$ cat src/rtl/bisync_rx_pkg.sv
package bisync_rx_pkg;
  typedef enum logic {ST_HUNT = 1'b0, ST_FRAMED = 1'b1} rx_state_e;
endpackage

$ cat src/rtl/bisync_sync_hunt.sv
module bisync_sync_hunt #(
  parameter int DATA_W = 8
) (
  input  logic              clk_i,
  input  logic              rst_ni,
  input  logic              run_i,
  input  logic              bit_vld_i,
  input  logic              bit_i,
  input  logic [DATA_W-1:0] syn1_i,
  input  logic [DATA_W-1:0] syn2_i,
  output logic              hit_o
);
  localparam int SH_W = 2 * DATA_W;

  logic [SH_W-1:0] sh_q, sh_nxt;

  // LSB first: newest bit enters at the top
  assign sh_nxt = {bit_i, sh_q[SH_W-1:1]};
  assign hit_o  = run_i && bit_vld_i && (sh_nxt == {syn2_i, syn1_i});

  always_ff @(posedge clk_i or negedge rst_ni) begin
    if (!rst_ni)        sh_q <= '0;
    else if (!run_i)    sh_q <= '0;
    else if (bit_vld_i) sh_q <= sh_nxt;
  end
endmodule

$ cat src/rtl/bisync_char_asm.sv
module bisync_char_asm #(
  parameter int DATA_W = 8
) (
  input  logic              clk_i,
  input  logic              rst_ni,
  input  logic              run_i,
  input  logic              bit_vld_i,
  input  logic              bit_i,
  input  logic              par_en_i,
  output logic              done_o,
  output logic [DATA_W-1:0] byte_o,
  output logic              par_o
);
  localparam int CW = $clog2(DATA_W + 2);

  logic [CW-1:0]     cnt_q;
  logic [DATA_W-1:0] byte_q;
  logic              last_data, in_data;

  assign last_data = (cnt_q == CW'(DATA_W - 1));
  assign in_data   = (cnt_q < CW'(DATA_W));
  assign done_o    = run_i && bit_vld_i &&
                     (par_en_i ? (cnt_q == CW'(DATA_W)) : last_data);
  assign byte_o    = last_data ? {bit_i, byte_q[DATA_W-1:1]} : byte_q;
  assign par_o     = bit_i;

  always_ff @(posedge clk_i or negedge rst_ni) begin
    if (!rst_ni) begin
      cnt_q  <= '0;
      byte_q <= '0;
    end else if (!run_i) begin
      cnt_q  <= '0;
    end else if (bit_vld_i) begin
      cnt_q <= done_o ? '0 : cnt_q + CW'(1);
      if (in_data) byte_q <= {bit_i, byte_q[DATA_W-1:1]};
    end
  end
endmodule

$ cat src/rtl/bisync_ctl_match.sv
module bisync_ctl_match #(
  parameter int DATA_W = 8,
  parameter int N_CTL  = 8,
  localparam int IDX_W = (N_CTL > 1) ? $clog2(N_CTL) : 1
) (
  input  logic [DATA_W-1:0]       byte_i,
  input  logic [N_CTL*DATA_W-1:0] ctl_chr_i,
  input  logic [DATA_W-1:0]       mask_i,
  output logic                    hit_o,
  output logic [IDX_W-1:0]        idx_o
);
  logic [N_CTL-1:0] eq;

  for (genvar g = 0; g < N_CTL; g++) begin : g_cmp
    assign eq[g] = ((byte_i ^ ctl_chr_i[g*DATA_W +: DATA_W]) & mask_i) == '0;
  end

  // lowest index wins: scan downward so the last write is the smallest
  always_comb begin
    hit_o = |eq;
    idx_o = '0;
    for (int i = N_CTL - 1; i >= 0; i--) begin
      if (eq[i]) idx_o = IDX_W'(i);
    end
  end
endmodule

$ cat src/rtl/bisync_perr_cnt.sv
module bisync_perr_cnt #(
  parameter int CNT_W = 16
) (
  input  logic             clk_i,
  input  logic             rst_ni,
  input  logic             ld_i,
  input  logic [CNT_W-1:0] ld_val_i,
  input  logic             inc_i,
  output logic [CNT_W-1:0] cnt_o
);
  always_ff @(posedge clk_i or negedge rst_ni) begin
    if (!rst_ni)    cnt_o <= '0;
    else if (ld_i)  cnt_o <= ld_val_i;
    else if (inc_i) cnt_o <= cnt_o + CNT_W'(1);
  end
endmodule

$ cat src/rtl/bisync_rx_char.sv
module bisync_rx_char
  import bisync_rx_pkg::*;
#(
  parameter int DATA_W = 8,
  parameter int N_CTL  = 8,
  parameter int CNT_W  = 16,
  localparam int IDX_W = (N_CTL > 1) ? $clog2(N_CTL) : 1
) (
  input  logic                    clk_i,
  input  logic                    rst_ni,
  input  logic                    en_i,
  input  logic                    bit_i,
  input  logic                    bit_vld_i,
  input  logic [DATA_W-1:0]       syn1_i,
  input  logic [DATA_W-1:0]       syn2_i,
  input  logic [DATA_W-1:0]       sync_chr_i,
  input  logic [DATA_W-1:0]       dle_chr_i,
  input  logic [N_CTL*DATA_W-1:0] ctl_chr_i,
  input  logic [DATA_W-1:0]       ctl_mask_i,
  input  logic                    par_en_i,
  input  logic                    par_odd_i,
  input  logic                    perr_ld_i,
  input  logic [CNT_W-1:0]        perr_ld_val_i,
  output logic                    data_vld_o,
  output logic [DATA_W-1:0]       data_o,
  output logic                    ctl_hit_o,
  output logic [IDX_W-1:0]        ctl_idx_o,
  output logic [CNT_W-1:0]        perr_cnt_o
);
  rx_state_e         state_q;
  logic              hunt_run, frm_run, hunt_hit;
  logic              chr_done, chr_par, perr, strip, m_hit, keep;
  logic [DATA_W-1:0] chr_byte;
  logic [IDX_W-1:0]  m_idx;

  assign hunt_run = en_i && (state_q == ST_HUNT);
  assign frm_run  = en_i && (state_q == ST_FRAMED);

  always_ff @(posedge clk_i or negedge rst_ni) begin
    if (!rst_ni)       state_q <= ST_HUNT;
    else if (!en_i)    state_q <= ST_HUNT;
    else if (hunt_hit) state_q <= ST_FRAMED;
  end

  bisync_sync_hunt #(.DATA_W(DATA_W)) u_hunt (
    .clk_i    (clk_i),
    .rst_ni   (rst_ni),
    .run_i    (hunt_run),
    .bit_vld_i(bit_vld_i),
    .bit_i    (bit_i),
    .syn1_i   (syn1_i),
    .syn2_i   (syn2_i),
    .hit_o    (hunt_hit)
  );

  bisync_char_asm #(.DATA_W(DATA_W)) u_asm (
    .clk_i    (clk_i),
    .rst_ni   (rst_ni),
    .run_i    (frm_run),
    .bit_vld_i(bit_vld_i),
    .bit_i    (bit_i),
    .par_en_i (par_en_i),
    .done_o   (chr_done),
    .byte_o   (chr_byte),
    .par_o    (chr_par)
  );

  bisync_ctl_match #(.DATA_W(DATA_W), .N_CTL(N_CTL)) u_match (
    .byte_i   (chr_byte),
    .ctl_chr_i(ctl_chr_i),
    .mask_i   (ctl_mask_i),
    .hit_o    (m_hit),
    .idx_o    (m_idx)
  );

  // total ones over data+parity must equal par_odd_i
  assign perr  = par_en_i && ((^chr_byte ^ chr_par) != par_odd_i);
  assign strip = (chr_byte == sync_chr_i) || (chr_byte == dle_chr_i);
  assign keep  = chr_done && !strip;

  bisync_perr_cnt #(.CNT_W(CNT_W)) u_cnt (
    .clk_i   (clk_i),
    .rst_ni  (rst_ni),
    .ld_i    (perr_ld_i && !en_i),
    .ld_val_i(perr_ld_val_i),
    .inc_i   (chr_done && perr),
    .cnt_o   (perr_cnt_o)
  );

  always_ff @(posedge clk_i or negedge rst_ni) begin
    if (!rst_ni) begin
      data_vld_o <= 1'b0;
      ctl_hit_o  <= 1'b0;
      data_o     <= '0;
      ctl_idx_o  <= '0;
    end else begin
      data_vld_o <= keep;
      ctl_hit_o  <= keep && m_hit;
      if (keep) begin
        data_o    <= chr_byte;
        ctl_idx_o <= m_idx;
      end
    end
  end
endmodule

$ cat config.mk
export PLATFORM = sky130hd
export DESIGN_NAME = bisync_rx_char
export DESIGN_NICKNAME = d
export VERILOG_FILES = /design/src/rtl/bisync_rx_pkg.sv /design/src/rtl/bisync_sync_hunt.sv /design/src/rtl/bisync_char_asm.sv /design/src/rtl/bisync_ctl_match.sv /design/src/rtl/bisync_perr_cnt.sv /design/src/rtl/bisync_rx_char.sv
export SDC_FILE = /design/constraint.sdc
export NUM_CORES = 1
export LEC_CHECK = 0
export ABC_CLOCK_PERIOD_IN_PS = 3000
export CELL_PAD_IN_SITES_DETAIL_PLACEMENT = 1
export CELL_PAD_IN_SITES_GLOBAL_PLACEMENT = 2
export CORE_ASPECT_RATIO = 1.25
export CORE_MARGIN = 10
export CORE_UTILIZATION = 25
export CTS_BUF_LIST = sky130_fd_sc_hd__clkbuf_4 sky130_fd_sc_hd__clkbuf_8
export CTS_CLUSTER_DIAMETER = 40
export DETAILED_ROUTE_END_ITERATION = 8
export GPL_TIMING_DRIVEN = 0
export MAX_ROUTING_LAYER = met4
export PLACE_DENSITY_LB_ADDON = 0.08
export SKIP_LAST_GASP = 1
export SLEW_MARGIN = 20
export SYNTH_ARGS = -nofsm -noshare
export SYNTH_HDL_FRONTEND = slang
export SYNTH_SLANG_ARGS = --single-unit
export TNS_END_PERCENT = 5
$ cat constraint.sdc
create_clock -name clk_i -period 3 [get_ports clk_i]
set_clock_uncertainty 0.2 [all_clocks]
set_input_delay 0.3 -clock clk_i [delete_from_list [all_inputs] [get_ports clk_i]]
set_output_delay 0.3 -clock clk_i [all_outputs]
set_load 0.02 [all_outputs]
==> results.sh <==
export IMPL_synthTopCellsByCount="63 x nand2_1, 63 x xnor2_1, 57 x dfrtp_1"
export IMPL_period_minus_slack_ns=2.860
export IMPL_p_int_mw=1.512
export IMPL_period_share_pct=95.34
export IMPL_synthFlopType="dfrtp_1"
export IMPL_root_buffer="clkbuf_8"
export IMPL_drc=0
export IMPL_synth_top_area_share_pct=27.98
export IMPL_p_sw_mw=0.6268
export IMPL_cpPeakStageDelay_ns=0.70
export IMPL_die_area_um2=26540
export IMPL_synth_seq_cells=57
export IMPL_seqPwrFrac_pct=39.0
export IMPL_synth_edf_count=0
export IMPL_synth_cells=585
export IMPL_final_antenna_net_count=0
export IMPL_critPathRequiredTime_ns=3.09
export IMPL_grt_pass1_vias=5758
export IMPL_drt_first_pass_iters=5
export IMPL_fp_row_count=58
export IMPL_ios=157
export IMPL_grt_pass1_wl_um=34460
export IMPL_post_route_util_pct=37.17
export IMPL_syn_area_um2=5099
export IMPL_antenna_found_initial=0
export IMPL_r2r_start="u_asm.cnt_q[1]$_DFFE_PN0P_"
export IMPL_ff2ff_setup_slack_ns=0.14
export IMPL_cpMaxStageDelayCell="mux2i_2"
export IMPL_r2r_end="ctl_idx_o[2]$_DFFE_PN0P_"
export IMPL_cap_violations=0
export IMPL_grt_use_total_pct=17.15
export IMPL_multi_input_area_um2=3425
export IMPL_area_delta_synth_final_pct=46.53
export IMPL_final_setup_viol_count=0
export IMPL_ctsHtreeMaxLevel=3
export IMPL_worst_path_max_fanout=8
export IMPL_layout_drive_gt1_share_pct=11.56
export IMPL_status="completed"
export IMPL_routed_wl_um=22410
export IMPL_stdcell_count=1040
export IMPL_rr_worst_depth=8
export IMPL_arrival_ns=2.95
export IMPL_synth_seq_area_share_pct=27.98
export IMPL_die_w_um=147.7
export IMPL_fmax_ghz=0.3496
export IMPL_synth_area_leader_cell="dfrtp_1"
export IMPL_ir_worst_vdd_v=0.0002051
export IMPL_yosys_warnings=0
export IMPL_drtIter0Drc=269
export IMPL_clock_latency_ns=0.35
export IMPL_finalHoldViolations=0
export IMPL_synth_fp_nets=716
export IMPL_critPathTopFamily="simple AND/OR/NAND/NOR gates"
export IMPL_wl_per_cell_um=21.55
export IMPL_p_leak_nw=3.021
export IMPL_num_antenna_cells=0
export IMPL_clock_sinks=57
export IMPL_portBuffers=153
export IMPL_cp_start_kind="flip-flop"
export IMPL_dp_cells=1009
export IMPL_cts_buffers=9
export IMPL_crit_type="reg2reg"
export IMPL_power_density_nw_per_um2=286.3
export IMPL_fillers=2404
export IMPL_fp_dieH_um=179.7
export IMPL_vias_per_cell=4.928
export IMPL_cp_depth=8
export IMPL_grt_max_degree=38
export IMPL_cts_buffer_depth=2
export IMPL_p_comb_share_pct=27.1
export IMPL_worstPathCellList="ha_4, nand3b_4, mux2i_2, a211oi_1, nand3_1, nand4b_1, or3b_1, o21ai_1"
export IMPL_hpwl_um=17410
export IMPL_clkPwrFrac_pct=33.9
export IMPL_rsz0062_at_grt="true"
export IMPL_swShare_pct=29.31
export IMPL_synth_area_top_cells="dfrtp_1 28%, xnor2_1 11%, xor2_1 7.9%"
export IMPL_cp_buffers_inverters=0
export IMPL_gp_congestion=0.8384
export IMPL_nets=896
export IMPL_placeableCoreArea_um2=20100
export IMPL_ff_latch_area_um2=1428
export IMPL_synth_async_reset_ratio_pct=100.0
export IMPL_cts_clk_slew_worst_paths_ns=0.07
export IMPL_slew_violations=0
export IMPL_worstHoldPathCells=3
export IMPL_start_util_pct=25.36
export IMPL_max_slew_margin_pct=46.15
export IMPL_min_delay_path_class="in2reg"
export IMPL_gr_total_overflow=0
export IMPL_crit_path_end="ctl_idx_o[2]$_DFFE_PN0P_"
export IMPL_via_count=5125
export IMPL_tightest_slew_ns=0.7921
export IMPL_cts_tree="yes"
export IMPL_syn_avg_cell_area_um2=8.716
export IMPL_yosysUniqueCellTypes=71
export IMPL_critPathLaunch="u_asm.cnt_q[1]$_DFFE_PN0P_"
export IMPL_whs_ns=0.05444
export IMPL_worst_setup_path_end_kind="flip-flop"
## cell usage in the layout, fill, tap and decap left out, types with 8 or more instances in the layout
| cell | synthesis | layout |
|---|---|---|
| a21oi_1 | 11 | 11 |
| a221oi_1 | 9 | 9 |
| a22oi_1 | 8 | 8 |
| buf_4 | 1 | 16 |
| buf_6 | 6 | 8 |
| clkbuf_1 | 19 | 14 |
| clkbuf_8 | 3 | 16 |
| clkdlybuf4s50_1 | 0 | 152 |
| dfrtp_1 | 57 | 56 |
| inv_1 | 12 | 12 |
| mux2i_1 | 27 | 24 |
| nand2_1 | 63 | 63 |
| nand3_1 | 13 | 13 |
| nand4_1 | 14 | 14 |
| nor2_1 | 45 | 45 |
| nor3_1 | 10 | 10 |
| nor3b_1 | 11 | 11 |
| o21ai_0 | 33 | 30 |
| o21ai_1 | 14 | 17 |
| xnor2_1 | 63 | 63 |
| xor2_1 | 46 | 46 |
## sequential cells by signal, indices dropped and copies added (netlist names)
register,flops
ctl_hit_o,1
ctl_idx_o,3
data_o,8
data_vld_o,1
state_q,1
u_asm.byte_q,8
u_asm.cnt_q,4
u_cnt.cnt_o,16
u_hunt.sh_q,15
## how the worst min path moves through the flow
stage / from / endpoint / slack [ns]
final: bit_vld_i / state_q$_DFFE_PN0P_ / 0.05
after detailed placement: rst_ni / u_cnt.cnt_o[9]$_DFFE_PN0P_ / 0.005
after global routing: bit_vld_i / state_q$_DFFE_PN0P_ / 0.05
after global placement: data_o[2]$_DFFE_PN0P_ / data_o[2]$_DFFE_PN0P_ / 0.26
after floorplan: rst_ni / ctl_hit_o$_DFF_PN0_ / -0.20
after CTS: bit_vld_i / state_q$_DFFE_PN0P_ / 0.04
## worst reg2reg max path, delay by kind of cell, from the launching register on
kind / cells / cell delay (ns)
fa+ha+maj: 1 / 0.19
compound gates: 2 / 0.30
simple gates: 4 / 0.97
mux: 1 / 0.70
flops: 1 / 0.44
## power groups by stage
stage | clock network [mW] | logic, mW | registers [mW]
6_report | 0.725 | 0.579 | 0.834
5_1_grt | 0.797 | 0.627 | 0.839
4_1_cts | 0.760 | 0.586 | 0.835
3_3_place_gp | 0 | 0.571 | 0.847
2_1_floorplan | 0 | 0.207 | 0.874
3_5_place_dp | 0 | 0.581 | 0.849
## routing by layer
layer  wire (µm)  part of all wire [%]  GRT usage, %  vias up
li1            -                     -             -     2437
met1        9688                    43         20.53     2499
met2       11270                    50         28.97      159
met3        1011                   4.5         3.291       30
met4         437                   1.9         4.130        0
met5           0                     0             -        -
## layout make-up
class,count,area share [%]
Inverter,12,0.6029
Clock inverter,2,0.1340
Multi-Input combinational cell,474,45.84
Sequential cell,57,19.11
Clock buffer,14,2.495
Tap cell,270,4.522
Buffer,41,4.421
Timing Repair Buffer,170,22.88
## cells by family after synthesis
family	count (synthesis)	share of synthesized area (%)
adder cells (fa/ha/maj)	3	0.7363
flip-flops	57	27.98
AO/OA/AOI/OAI	122	15.90
multiplexers	39	9.104
buffers and inverters	54	5.938
AND/OR/NAND/NOR	197	20.10
XOR/XNOR	113	20.25
## through the flow
step,TNS (ns),worst slack [ns],area [µm²],power [mW]
after floorplan,0,0.3039,5099,1.082
after global placement,-40.52,-0.6132,6968,1.418
after detailed placement,-6.631,-0.4558,6993,1.430
after CTS,-0.01793,-0.01793,7323,2.180
after global routing,-0.08227,-0.03558,7471,2.263
final,0,0.1399,7471,2.139
## timing repair
action                                 in CTS  in global routing
cloned                                      0                  0
pin swaps                                   3                  5
buffers inserted                            8                  7
gates resized for setup                    18                 22
hold buffers                                1                  0
endpoints found under the hold margin      57                  0
setup endpoints to repair                  18                 20
Power figures use the tool's default switching activity.
